`config.mk`:
```
export PLATFORM = sky130hd
export DESIGN_NAME = dma_cmd_ctrl
export DESIGN_NICKNAME = d
export VERILOG_FILES = /design/src/rtl/dma_cmd_pkg.sv /design/src/rtl/dma_access_gate.sv /design/src/rtl/dma_chan_fsm.sv /design/src/rtl/dma_cmd_ctrl.sv
export SDC_FILE = /design/constraint.sdc
export NUM_CORES = 1
export LEC_CHECK = 0
export ABC_AREA = 1
export BUFFER_PORTS_ARGS = -buffer_cell sky130_fd_sc_hd__buf_2
export CAP_MARGIN = 20
export CELL_PAD_IN_SITES_DETAIL_PLACEMENT = 0
export CELL_PAD_IN_SITES_GLOBAL_PLACEMENT = 2
export CORE_MARGIN = 2
export CORE_UTILIZATION = 29
export CTS_BUF_LIST = sky130_fd_sc_hd__clkbuf_4 sky130_fd_sc_hd__clkbuf_8 sky130_fd_sc_hd__clkbuf_16
export CTS_CLUSTER_DIAMETER = 50
export DETAILED_ROUTE_END_ITERATION = 8
export PLACE_DENSITY = 0.89
export SYNTH_ARGS = -nofsm -noshare
export SYNTH_HDL_FRONTEND = slang
export SYNTH_SLANG_ARGS = --single-unit
```
`constraint.sdc`:
```
create_clock -name clk -period 2.7 [get_ports clk]
set_input_delay 0.135 -clock clk [delete_from_list [all_inputs] [get_ports clk]]
set_output_delay 0.135 -clock clk [all_outputs]
set_load 0.05 [all_outputs]
```
`src/rtl/dma_cmd_pkg.sv`:
```
package dma_cmd_pkg;
  localparam int NCH  = 2;
  localparam int CH_W = 1;
  localparam int ST_W = 3;

  typedef enum logic [ST_W-1:0] {
    CH_IDLE     = 3'd0,
    CH_QUEUED   = 3'd1,
    CH_RUNNING  = 3'd2,
    CH_COMPLETE = 3'd3,
    CH_ERROR    = 3'd4
  } ch_state_e;

  typedef enum logic [1:0] {
    OP_STOP  = 2'd0,
    OP_START = 2'd1,
    OP_CLEAR = 2'd2,
    OP_RSVD  = 2'd3
  } cmd_op_e;

  typedef struct packed {
    logic stop;
    logic start;
    logic clear;
  } ch_cmd_t;
endpackage

```
`src/rtl/dma_access_gate.sv`:
```
module dma_access_gate
  import dma_cmd_pkg::*;
(
  input  logic       cmd_valid,
  input  logic       cmd_write,
  input  logic [1:0] cmd_op,
  input  logic       cpu_nonsecure,
  input  logic       cpu_user,
  input  logic       ns_dma_en,
  input  logic       sel_user_en,
  output logic       cmd_ok,
  output logic       cmd_undef
);
  logic world_ok;
  logic level_ok;
  logic op_ok;

  always_comb begin
    world_ok  = !cpu_nonsecure || ns_dma_en;
    level_ok  = !cpu_user || sel_user_en;
    op_ok     = (cmd_op != OP_RSVD);
    cmd_ok    = cmd_valid && cmd_write && op_ok && world_ok && level_ok;
    cmd_undef = cmd_valid && !cmd_ok;
  end
endmodule

```
`src/rtl/dma_chan_fsm.sv`:
```
module dma_chan_fsm
  import dma_cmd_pkg::*;
(
  input  logic      clk,
  input  logic      rst_n,
  input  ch_cmd_t   cmd,
  input  logic      other_busy,
  input  logic      rpt_valid,
  input  logic      rpt_err_int,
  input  logic      rpt_err_ext,
  output ch_state_e state,
  output logic      in_op,
  output logic      irq,
  output logic      err_int,
  output logic      err_ext,
  output logic      eng_start,
  output logic      eng_stop
);
  ch_state_e nxt_state;
  logic nxt_irq, nxt_ei, nxt_ee, nxt_start, nxt_stop;
  logic done_state;

  always_comb begin
    done_state = (state == CH_COMPLETE) || (state == CH_ERROR);
    in_op = (state == CH_QUEUED) || (state == CH_RUNNING) ||
            (done_state && (err_int || err_ext));
  end

  always_comb begin
    nxt_state = state;
    nxt_irq   = irq;
    nxt_ei    = err_int;
    nxt_ee    = err_ext;
    nxt_start = 1'b0;
    nxt_stop  = 1'b0;
    unique case (state)
      CH_QUEUED: begin
        if (cmd.stop) begin
          nxt_state = CH_IDLE;
        end else if (!other_busy) begin
          nxt_state = CH_RUNNING;
          nxt_start = 1'b1;
        end
      end
      CH_RUNNING: begin
        if (rpt_valid) begin
          nxt_irq = 1'b1;
          if (rpt_err_int || rpt_err_ext) begin
            nxt_state = CH_ERROR;
            nxt_ei    = rpt_err_int;
            nxt_ee    = rpt_err_ext;
          end else begin
            nxt_state = CH_COMPLETE;
          end
        end else if (cmd.stop) begin
          nxt_stop = 1'b1;
        end
      end
      default: begin
        if (cmd.start && !in_op) begin
          nxt_irq = 1'b0;
          if (other_busy) begin
            nxt_state = CH_QUEUED;
          end else begin
            nxt_state = CH_RUNNING;
            nxt_start = 1'b1;
          end
        end else if (cmd.clear && done_state) begin
          nxt_state = CH_IDLE;
          nxt_irq   = 1'b0;
          nxt_ei    = 1'b0;
          nxt_ee    = 1'b0;
        end
      end
    endcase
  end

  always_ff @(posedge clk or negedge rst_n) begin
    if (!rst_n) begin
      state     <= CH_IDLE;
      irq       <= 1'b0;
      err_int   <= 1'b0;
      err_ext   <= 1'b0;
      eng_start <= 1'b0;
      eng_stop  <= 1'b0;
    end else begin
      state     <= nxt_state;
      irq       <= nxt_irq;
      err_int   <= nxt_ei;
      err_ext   <= nxt_ee;
      eng_start <= nxt_start;
      eng_stop  <= nxt_stop;
    end
  end

  assert_queued_stop_idle_R5: assert property (@(posedge clk) disable iff (!rst_n)
    (state == CH_QUEUED && cmd.stop) |=> (state == CH_IDLE && !eng_start && !eng_stop));

  assert_running_holds_R6: assert property (@(posedge clk) disable iff (!rst_n)
    (state == CH_RUNNING && !rpt_valid) |=> (state == CH_RUNNING));

  assert_clear_wipes_R8: assert property (@(posedge clk) disable iff (!rst_n)
    (done_state && cmd.clear && !cmd.start) |=> (state == CH_IDLE && !irq && !err_int && !err_ext));

  assert_irq_on_finish_R10: assert property (@(posedge clk) disable iff (!rst_n)
    (state == CH_RUNNING && rpt_valid) |=> irq);
endmodule

```
`src/rtl/dma_cmd_ctrl.sv`:
```
module dma_cmd_ctrl
  import dma_cmd_pkg::*;
(
  input  logic                clk,
  input  logic                rst_n,
  input  logic                cmd_valid,
  input  logic                cmd_write,
  input  logic [1:0]          cmd_op,
  input  logic [CH_W-1:0]     cmd_ch,
  input  logic                cpu_nonsecure,
  input  logic                cpu_user,
  input  logic                ns_dma_en,
  input  logic [NCH-1:0]      user_en,
  output logic                cmd_undef,
  output logic [NCH-1:0]      eng_start,
  output logic [NCH-1:0]      eng_stop,
  input  logic                eng_rpt_valid,
  input  logic [CH_W-1:0]     eng_rpt_ch,
  input  logic                eng_rpt_err_int,
  input  logic                eng_rpt_err_ext,
  output logic [NCH*ST_W-1:0] ch_state,
  output logic [NCH-1:0]      err_int,
  output logic [NCH-1:0]      err_ext,
  output logic [NCH-1:0]      irq
);
  logic            cmd_ok;
  logic [NCH-1:0]  in_op;
  ch_state_e       st [NCH];

  dma_access_gate u_gate (
    .cmd_valid     (cmd_valid),
    .cmd_write     (cmd_write),
    .cmd_op        (cmd_op),
    .cpu_nonsecure (cpu_nonsecure),
    .cpu_user      (cpu_user),
    .ns_dma_en     (ns_dma_en),
    .sel_user_en   (user_en[cmd_ch]),
    .cmd_ok        (cmd_ok),
    .cmd_undef     (cmd_undef)
  );

  for (genvar i = 0; i < NCH; i++) begin : g_ch
    localparam int OTHER = i ^ 1;
    ch_cmd_t c_cmd;
    logic    sel;
    logic    rpt_hit;

    always_comb begin
      sel         = cmd_ok && (cmd_ch == CH_W'(i));
      c_cmd.stop  = sel && (cmd_op == OP_STOP);
      c_cmd.start = sel && (cmd_op == OP_START);
      c_cmd.clear = sel && (cmd_op == OP_CLEAR);
      rpt_hit     = eng_rpt_valid && (eng_rpt_ch == CH_W'(i));
    end

    dma_chan_fsm u_fsm (
      .clk         (clk),
      .rst_n       (rst_n),
      .cmd         (c_cmd),
      .other_busy  (in_op[OTHER]),
      .rpt_valid   (rpt_hit),
      .rpt_err_int (eng_rpt_err_int),
      .rpt_err_ext (eng_rpt_err_ext),
      .state       (st[i]),
      .in_op       (in_op[i]),
      .irq         (irq[i]),
      .err_int     (err_int[i]),
      .err_ext     (err_ext[i]),
      .eng_start   (eng_start[i]),
      .eng_stop    (eng_stop[i])
    );

    assign ch_state[i*ST_W +: ST_W] = st[i];

    assert_start_req_running_R3: assert property (@(posedge clk) disable iff (!rst_n)
      eng_start[i] |-> (st[i] == CH_RUNNING));

    assert_stop_req_running_R6: assert property (@(posedge clk) disable iff (!rst_n)
      eng_stop[i] |-> (st[i] == CH_RUNNING));
  end

  assert_single_runner_R3: assert property (@(posedge clk) disable iff (!rst_n)
    !(st[0] == CH_RUNNING && st[1] == CH_RUNNING));

  assert_read_refused_R2: assert property (@(posedge clk) disable iff (!rst_n)
    (cmd_valid && !cmd_write) |-> cmd_undef);
endmodule

```
Word-level counts from Yosys, hierarchy flattened
Index checks and enable logic that the tools add are counted.
{"block": "classes", "order_cmp": 1, "n_eq_ne": 19, "mux": 51, "bitwise": 4, "n_reduce_logical": 50}
{"op": "two-way mux 3 bit", "count": 11}
{"op": "two-way mux 1 bit", "count": 28}
{"op": "logical AND 1 bit", "count": 21}
{"op": "one-hot mux 1 bit (2 select lines)", "count": 8}
{"op": "equality test 3 x 2 -> 1 bit, second input constant", "count": 4}
{"op": "one-hot mux 3 bit (2 select lines)", "count": 2}
{"op": "AND reduction 3 bit", "count": 4}
{"op": "logical OR 1 bit", "count": 11}
{"op": "!= test 2 bit, second input constant", "count": 5}
{"op": "AND reduction 5 bit", "count": 2}
{"op": "nonzero test 4 bit", "count": 2}
{"op": "equality test 3 x 1 -> 1 bit, second input constant", "count": 2}
{"op": "equality test 3 bit, second input constant", "count": 2}
{"op": "!= test 3 bit, second input constant", "count": 2}
{"op": "nonzero test 3 bit", "count": 2}
{"op": "zero test 1 bit", "count": 5}
{"op": "two-way mux 2 bit", "count": 2}
{"op": "!= test 2 x 1 -> 1 bit, second input constant", "count": 2}
{"op": "NOT 1 bit", "count": 4}
{"op": "nonzero test 2 bit", "count": 2}
{"op": "equality test 2 x 1 -> 1 bit, second input constant", "count": 1}
{"op": "equality test 2 bit, second input constant", "count": 1}
{"op": "zero test 2 bit", "count": 1}
{"op": "< comparator 1 x 2 -> 1 bit, second input constant", "count": 1}
{"block": "word_totals", "reg_bits": 16, "input_bits": 16, "out_inout_bits": 17, "word_cells": 137}

Depth between registers and ports, before layout
{"block": "logic_depth", "depth_word": 10, "mapped_depth": 11}

Cells and area by module
Synthesis repeated with hierarchy kept, for this count alone.
{"block": "hier_totals", "hier_cells": 171, "area_unflattened_um2": 1149.9}
{"module": "dma_chan_fsm", "n_inst": 2, "cells_per_inst": 69, "area_per_inst_um2": 510.5, "seq_area_each_um2": 200.2}
{"module": "dma_cmd_ctrl", "n_inst": 1, "cells_per_inst": 21, "area_per_inst_um2": 81.3, "seq_area_each_um2": 0.0}
{"module": "dma_access_gate", "n_inst": 1, "cells_per_inst": 12, "area_per_inst_um2": 47.5, "seq_area_each_um2": 0.0}

Worst setup path after synthesis
No wires, ideal clock.
{"block": "synth_path", "path_type": "input to output", "from": "in cpu_nonsecure", "to": "out cmd_undef", "arrival_time_ps": 1533, "setup_slack_ps": 1032, "stages": 4, "path_buffers": 0, "path_cell_list": "inv_1 > nor2_2 > nor2_8 > a21boi_0"}
{"block": "synth_via", "elab_chain_cells": 6}
{"item": "start: declaration", "line_no": "dma_cmd_ctrl.sv:10", "rtl": "input logic cpu_nonsecure,"}
{"item": "zero test 1 bit", "line_no": "dma_access_gate.sv:19", "rtl": "world_ok = !cpu_nonsecure || ns_dma_en;"}
{"item": "logical OR 1 bit", "line_no": "dma_access_gate.sv:19"}
{"item": "logical AND 1 bit (2 in a row)", "line_no": "dma_access_gate.sv:22", "rtl": "cmd_ok = cmd_valid && cmd_write && op_ok && world_ok && level_ok;"}
{"item": "zero test 1 bit", "line_no": "dma_access_gate.sv:23", "rtl": "cmd_undef = cmd_valid && !cmd_ok;"}
{"item": "logical AND 1 bit", "line_no": "dma_access_gate.sv:23"}
{"item": "end: declaration", "line_no": "dma_cmd_ctrl.sv:14", "rtl": "output logic cmd_undef,"}
No other way between the ends.

Final worst setup path
{"block": "layout_path", "from": "reg g_ch[1].u_fsm.err_ext", "to": "reg g_ch[1].u_fsm.state[0]"}
{"block": "layout_via", "elab_chain_cells": 7, "word_cells_on_any_way": 9}
{"item": "start: declaration", "line_no": "dma_chan_fsm.sv:15", "rtl": "output logic err_ext,"}
{"item": "start signal: assignment", "line_no": "dma_chan_fsm.sv:90", "rtl": "err_ext <= nxt_ee;"}
{"item": "logical OR 1 bit (*)", "line_no": "dma_chan_fsm.sv:26", "rtl": "(done_state && (err_int || err_ext));"}
{"item": "logical AND 1 bit (*)", "line_no": "dma_chan_fsm.sv:26"}
{"item": "logical OR 1 bit (*)", "line_no": "dma_chan_fsm.sv:25", "rtl": "in_op = (state == CH_QUEUED) || (state == CH_RUNNING) ||"}
{"item": "zero test 1 bit (*)", "line_no": "dma_chan_fsm.sv:60", "rtl": "if (cmd.start && !in_op) begin"}
{"item": "logical AND 1 bit (*)", "line_no": "dma_chan_fsm.sv:60"}
{"item": "nonzero test 4 bit (no source line) or two-way mux 3 bit (tied branches)"}
{"item": "AND reduction 3 bit (no source line) or one-hot mux 3 bit (2 select lines) (tied branches)"}
{"item": "end signal: assignment", "line_no": "dma_chan_fsm.sv:87", "rtl": "state <= nxt_state;"}
{"item": "end: declaration", "line_no": "dma_chan_fsm.sv:11", "rtl": "output ch_state_e state,"}
Every way passes the cells marked *; elsewhere a longest branch is shown, timed or not.
A chain may end at the register's enable or synchronous reset.

==> flow_summary_export.csv <==
group,metric,value,unit
finish,design.final.nets,208,
synth,syn-instance-count,164,
grt,gr-usage-all-layers,0.129,
floorplanning,rows,22,
route,detail-route-antenna-nets,0,
grt,first_global_vias,1027,
timing,fin_crit,1.45,ns
clock_network,cts.root.buffer_cell,"clkbuf_8",
route,first_pass_iters,4,
pwr,switching_power,775,uW
synth,synth.cell_area,1150,um^2
timing,rsz0062_at_grt,"no",
pwr,switching_share,0.549,
critical_path,required_time_of_the_worst_setup_path,2.83,ns
synth,ys_ff_latch,16,
critical_path,worstSetupPathType,"reg2reg",
grt,grt_max_degree,17,
placement,port-buffer-count,32,
timing,layout_worst_path_cycle_share,0.539,
pwr,max-vdd-ir-drop,0.000199,V
grt,antenna_found_initial,0,
worst_hold_path,hold_path_class,"in2reg",
clock_network,cts_tree,"done",
synth,synth_nets,180,
critical_path,r2r-start,"g_ch[1].u_fsm.err_ext",
clock_network,ctsLongestPathBuffers,2,
worst_hold_path,worstHoldStart,"eng_rpt_err_ext",
timing,setup-violations-final,0,
pwr,cellInternalPower,637,uW
clock_network,clk_pin_slew_worst_paths,0.06,ns
timing,report.final.hold_viol_count,0,
finish,antennaDiodeCount,0,
timing,timing.fmax,688,MHz
floorplanning,area_of_the_core,3740,um^2
pwr,cell_leakage_power,0.798,nW
synth,yosys_warnings,0,
finish,flow.area_growth_from_synthesis,17.0,%
critical_path,end_kind,"flip-flop",
timing,tightest_slew,0.363,ns
route,wl,2660,um
run,timing.max_cap.violations,0,
floorplanning,boundaryPins,33,
route,drc,0,
critical_path,crit_fanout,4,
outcome,outcome,"complete, no violations",
floorplanning,floorplan.die.width,67.0,um
clock_network,cts.sink_count,16,
clock_network,cts-buffers-inserted,3,
clock_network,clock_insertion_delay_worst_skew,0.24,ns
placement,gp_routability_congestion,0.844,
pwr,combinationalPowerShare,0.601,
route,routed_wire_length_per_instance,11.2,um
critical_path,cp_data_arrival_time,1.59,ns
placement,post-dp-hpwl,2160,um
route,drt_iter0_drc,39,
synth,yosys.cell_types.count,19,
finish,final.fill_count,432,
pwr,power_per_cell_area,1050,nW/um^2
route,drt-vias-per-instance,4.45,
floorplanning,floorplan.initialDensity,0.308,
floorplanning,die_height,67.0,um
timing,timing.slew.headroom,0.758,
clock_network,clock_tree.htree_level_count,1,
finish,drive_above_1_share,0.347,
timing,final.setup_skew,0.00346,ns
floorplanning,die_area,4490,um^2
pwr,clockPowerShare,0.123,
grt,gr-total-overflow,0,
critical_path,worst_setup_path_start_kind,"flip-flop",
timing,setup_tns,0,ns
pwr,power.total,1.41,mW
critical_path,cp-startpoint,"g_ch[1].u_fsm.err_ext",
pwr,seq_power_share,0.276,
route,vias,1059,
synth,synth.avg_cell_area,7.03,um^2
grt,global_route_wire_length_before_repair,4380,um
timing,maxSlewViolCount,0,
synth,ys_seq_area_frac,0.347,
==> state kept, by name, indices dropped and copies added, names as in the netlist <==
signal / cells
g_ch.u_fsm.eng_start: 2
g_ch.u_fsm.eng_stop: 2
g_ch.u_fsm.err_ext: 2
g_ch.u_fsm.err_int: 2
g_ch.u_fsm.irq: 2
g_ch.u_fsm.state: 6
==> synthesized netlist by cell type <==
library cell,number,area share
a21boi_0,1,0.0065
a21oi_1,4,0.017
buf_4,10,0.065
clkinv_1,1,0.0033
dfrtp_1,16,0.35
inv_1,19,0.062
inv_2,8,0.026
nand2_1,39,0.13
nand2_2,9,0.049
nand2_4,1,0.0098
nand3_1,26,0.11
nand3_2,5,0.043
nand4_1,2,0.011
nor2_1,9,0.029
nor2_2,3,0.016
nor2_4,2,0.020
nor2_8,1,0.017
o21ai_1,6,0.026
or2_2,2,0.011
==> layout by cell type, fill, tap and decap left out <==
cell type and n:
clkinv_1 1, inv_1 19, nand3_2 5, nor2_1 9, a21boi_0 1, nand2_1 39, a21oi_1 4, o21ai_1 6
nand2_4 1, nand3_1 26, inv_2 8, nand4_1 2, or2_2 2, dfrtp_1 16, clkbuf_8 3, buf_2 32
nand2_2 9, nor2_2 3, nor2_8 1, nor2_4 2, dlygate4sd3_1 1
==> final timing paths <==
path	endpoint	slack [ns]	cells after the start
min in group asynchronous	g_ch[0].u_fsm.state[0]	0.33	2
max reg2reg	g_ch[1].u_fsm.state[0]	1.25	9
min reg2reg	g_ch[0].u_fsm.err_int	0.51	2
min	g_ch[1].u_fsm.err_ext	0.18	3
max	g_ch[1].u_fsm.state[0]	1.25	9
max in group asynchronous	g_ch[1].u_fsm.eng_start	2.10	2
==> power groups by stage <==
stage | clock network [mW] | logic [mW] | registers (mW)
after CTS | 0.178 | 0.854 | 0.390
after global placement | 0 | 0.845 | 0.387
after floorplan | 0 | 0.626 | 0.494
after global routing | 0.189 | 0.934 | 0.399
after detailed placement | 0 | 0.847 | 0.394
final | 0.174 | 0.849 | 0.389
==> critical path, stage by stage, from the launching register on <==
cell and delay (ns):
dfrtp_1 0.38, or2_2 0.30, nand2_1 0.08, nand2_2 0.10, nor2_4 0.12, nand2_2 0.08, nand3_2 0.10, nand2_2 0.08
nand2_1 0.05, nand2_1 0.05
==> what timing repair did <==
action | CTS | global route
gates resized for setup | 0 | 0
endpoints found under the hold margin | 16 | 0
hold buffers | 1 | 0
buffers inserted | 0 | 0
==> per-stage QoR <==
| stage | hold slack [ns] | instance area [um^2] | cells | utilization | setup slack [ns] |
|---|---|---|---|---|---|
| floorplan | -0.161 | 1150 | 164 | - | 1.03 |
| global placement | 0.0601 | 1300 | 234 | 0.347 | 1.26 |
| detailed placement | 0.0739 | 1300 | 234 | 0.347 | 1.25 |
| CTS | 0.170 | 1350 | 238 | 0.360 | 1.24 |
| global route | 0.184 | 1350 | 238 | 0.360 | 1.07 |
| finish | 0.176 | 1350 | 238 | 0.360 | 1.25 |
==> layout make-up <==
type	count	area (um^2)	share of cell area
clock buffers	3	41.3	0.0306
inverters	28	105	0.0779
multi-input cells	110	572	0.424
flip-flops and latches	16	400	0.297
well taps	48	60.1	0.0445
repair buffers	33	170	0.126
==> cells by family after synthesis <==
logic type	count (synthesis)	share of synthesized area
buffers and inverters	38	0.156
AND/OR/NAND/NOR	99	0.446
flip-flops	16	0.347
AO/OA/AOI/OAI	11	0.0499
==> routing by layer <==
metal,track usage,wire length (um),share of wire,up-vias
met5,0,0,0,-
met4,0.0587,51,0.019,0
met3,0.0203,151,0.057,6
met2,0.212,1140,0.43,32
met1,0.164,1320,0.50,464
li1,-,-,-,557
(Power assumes the default switching activity.)
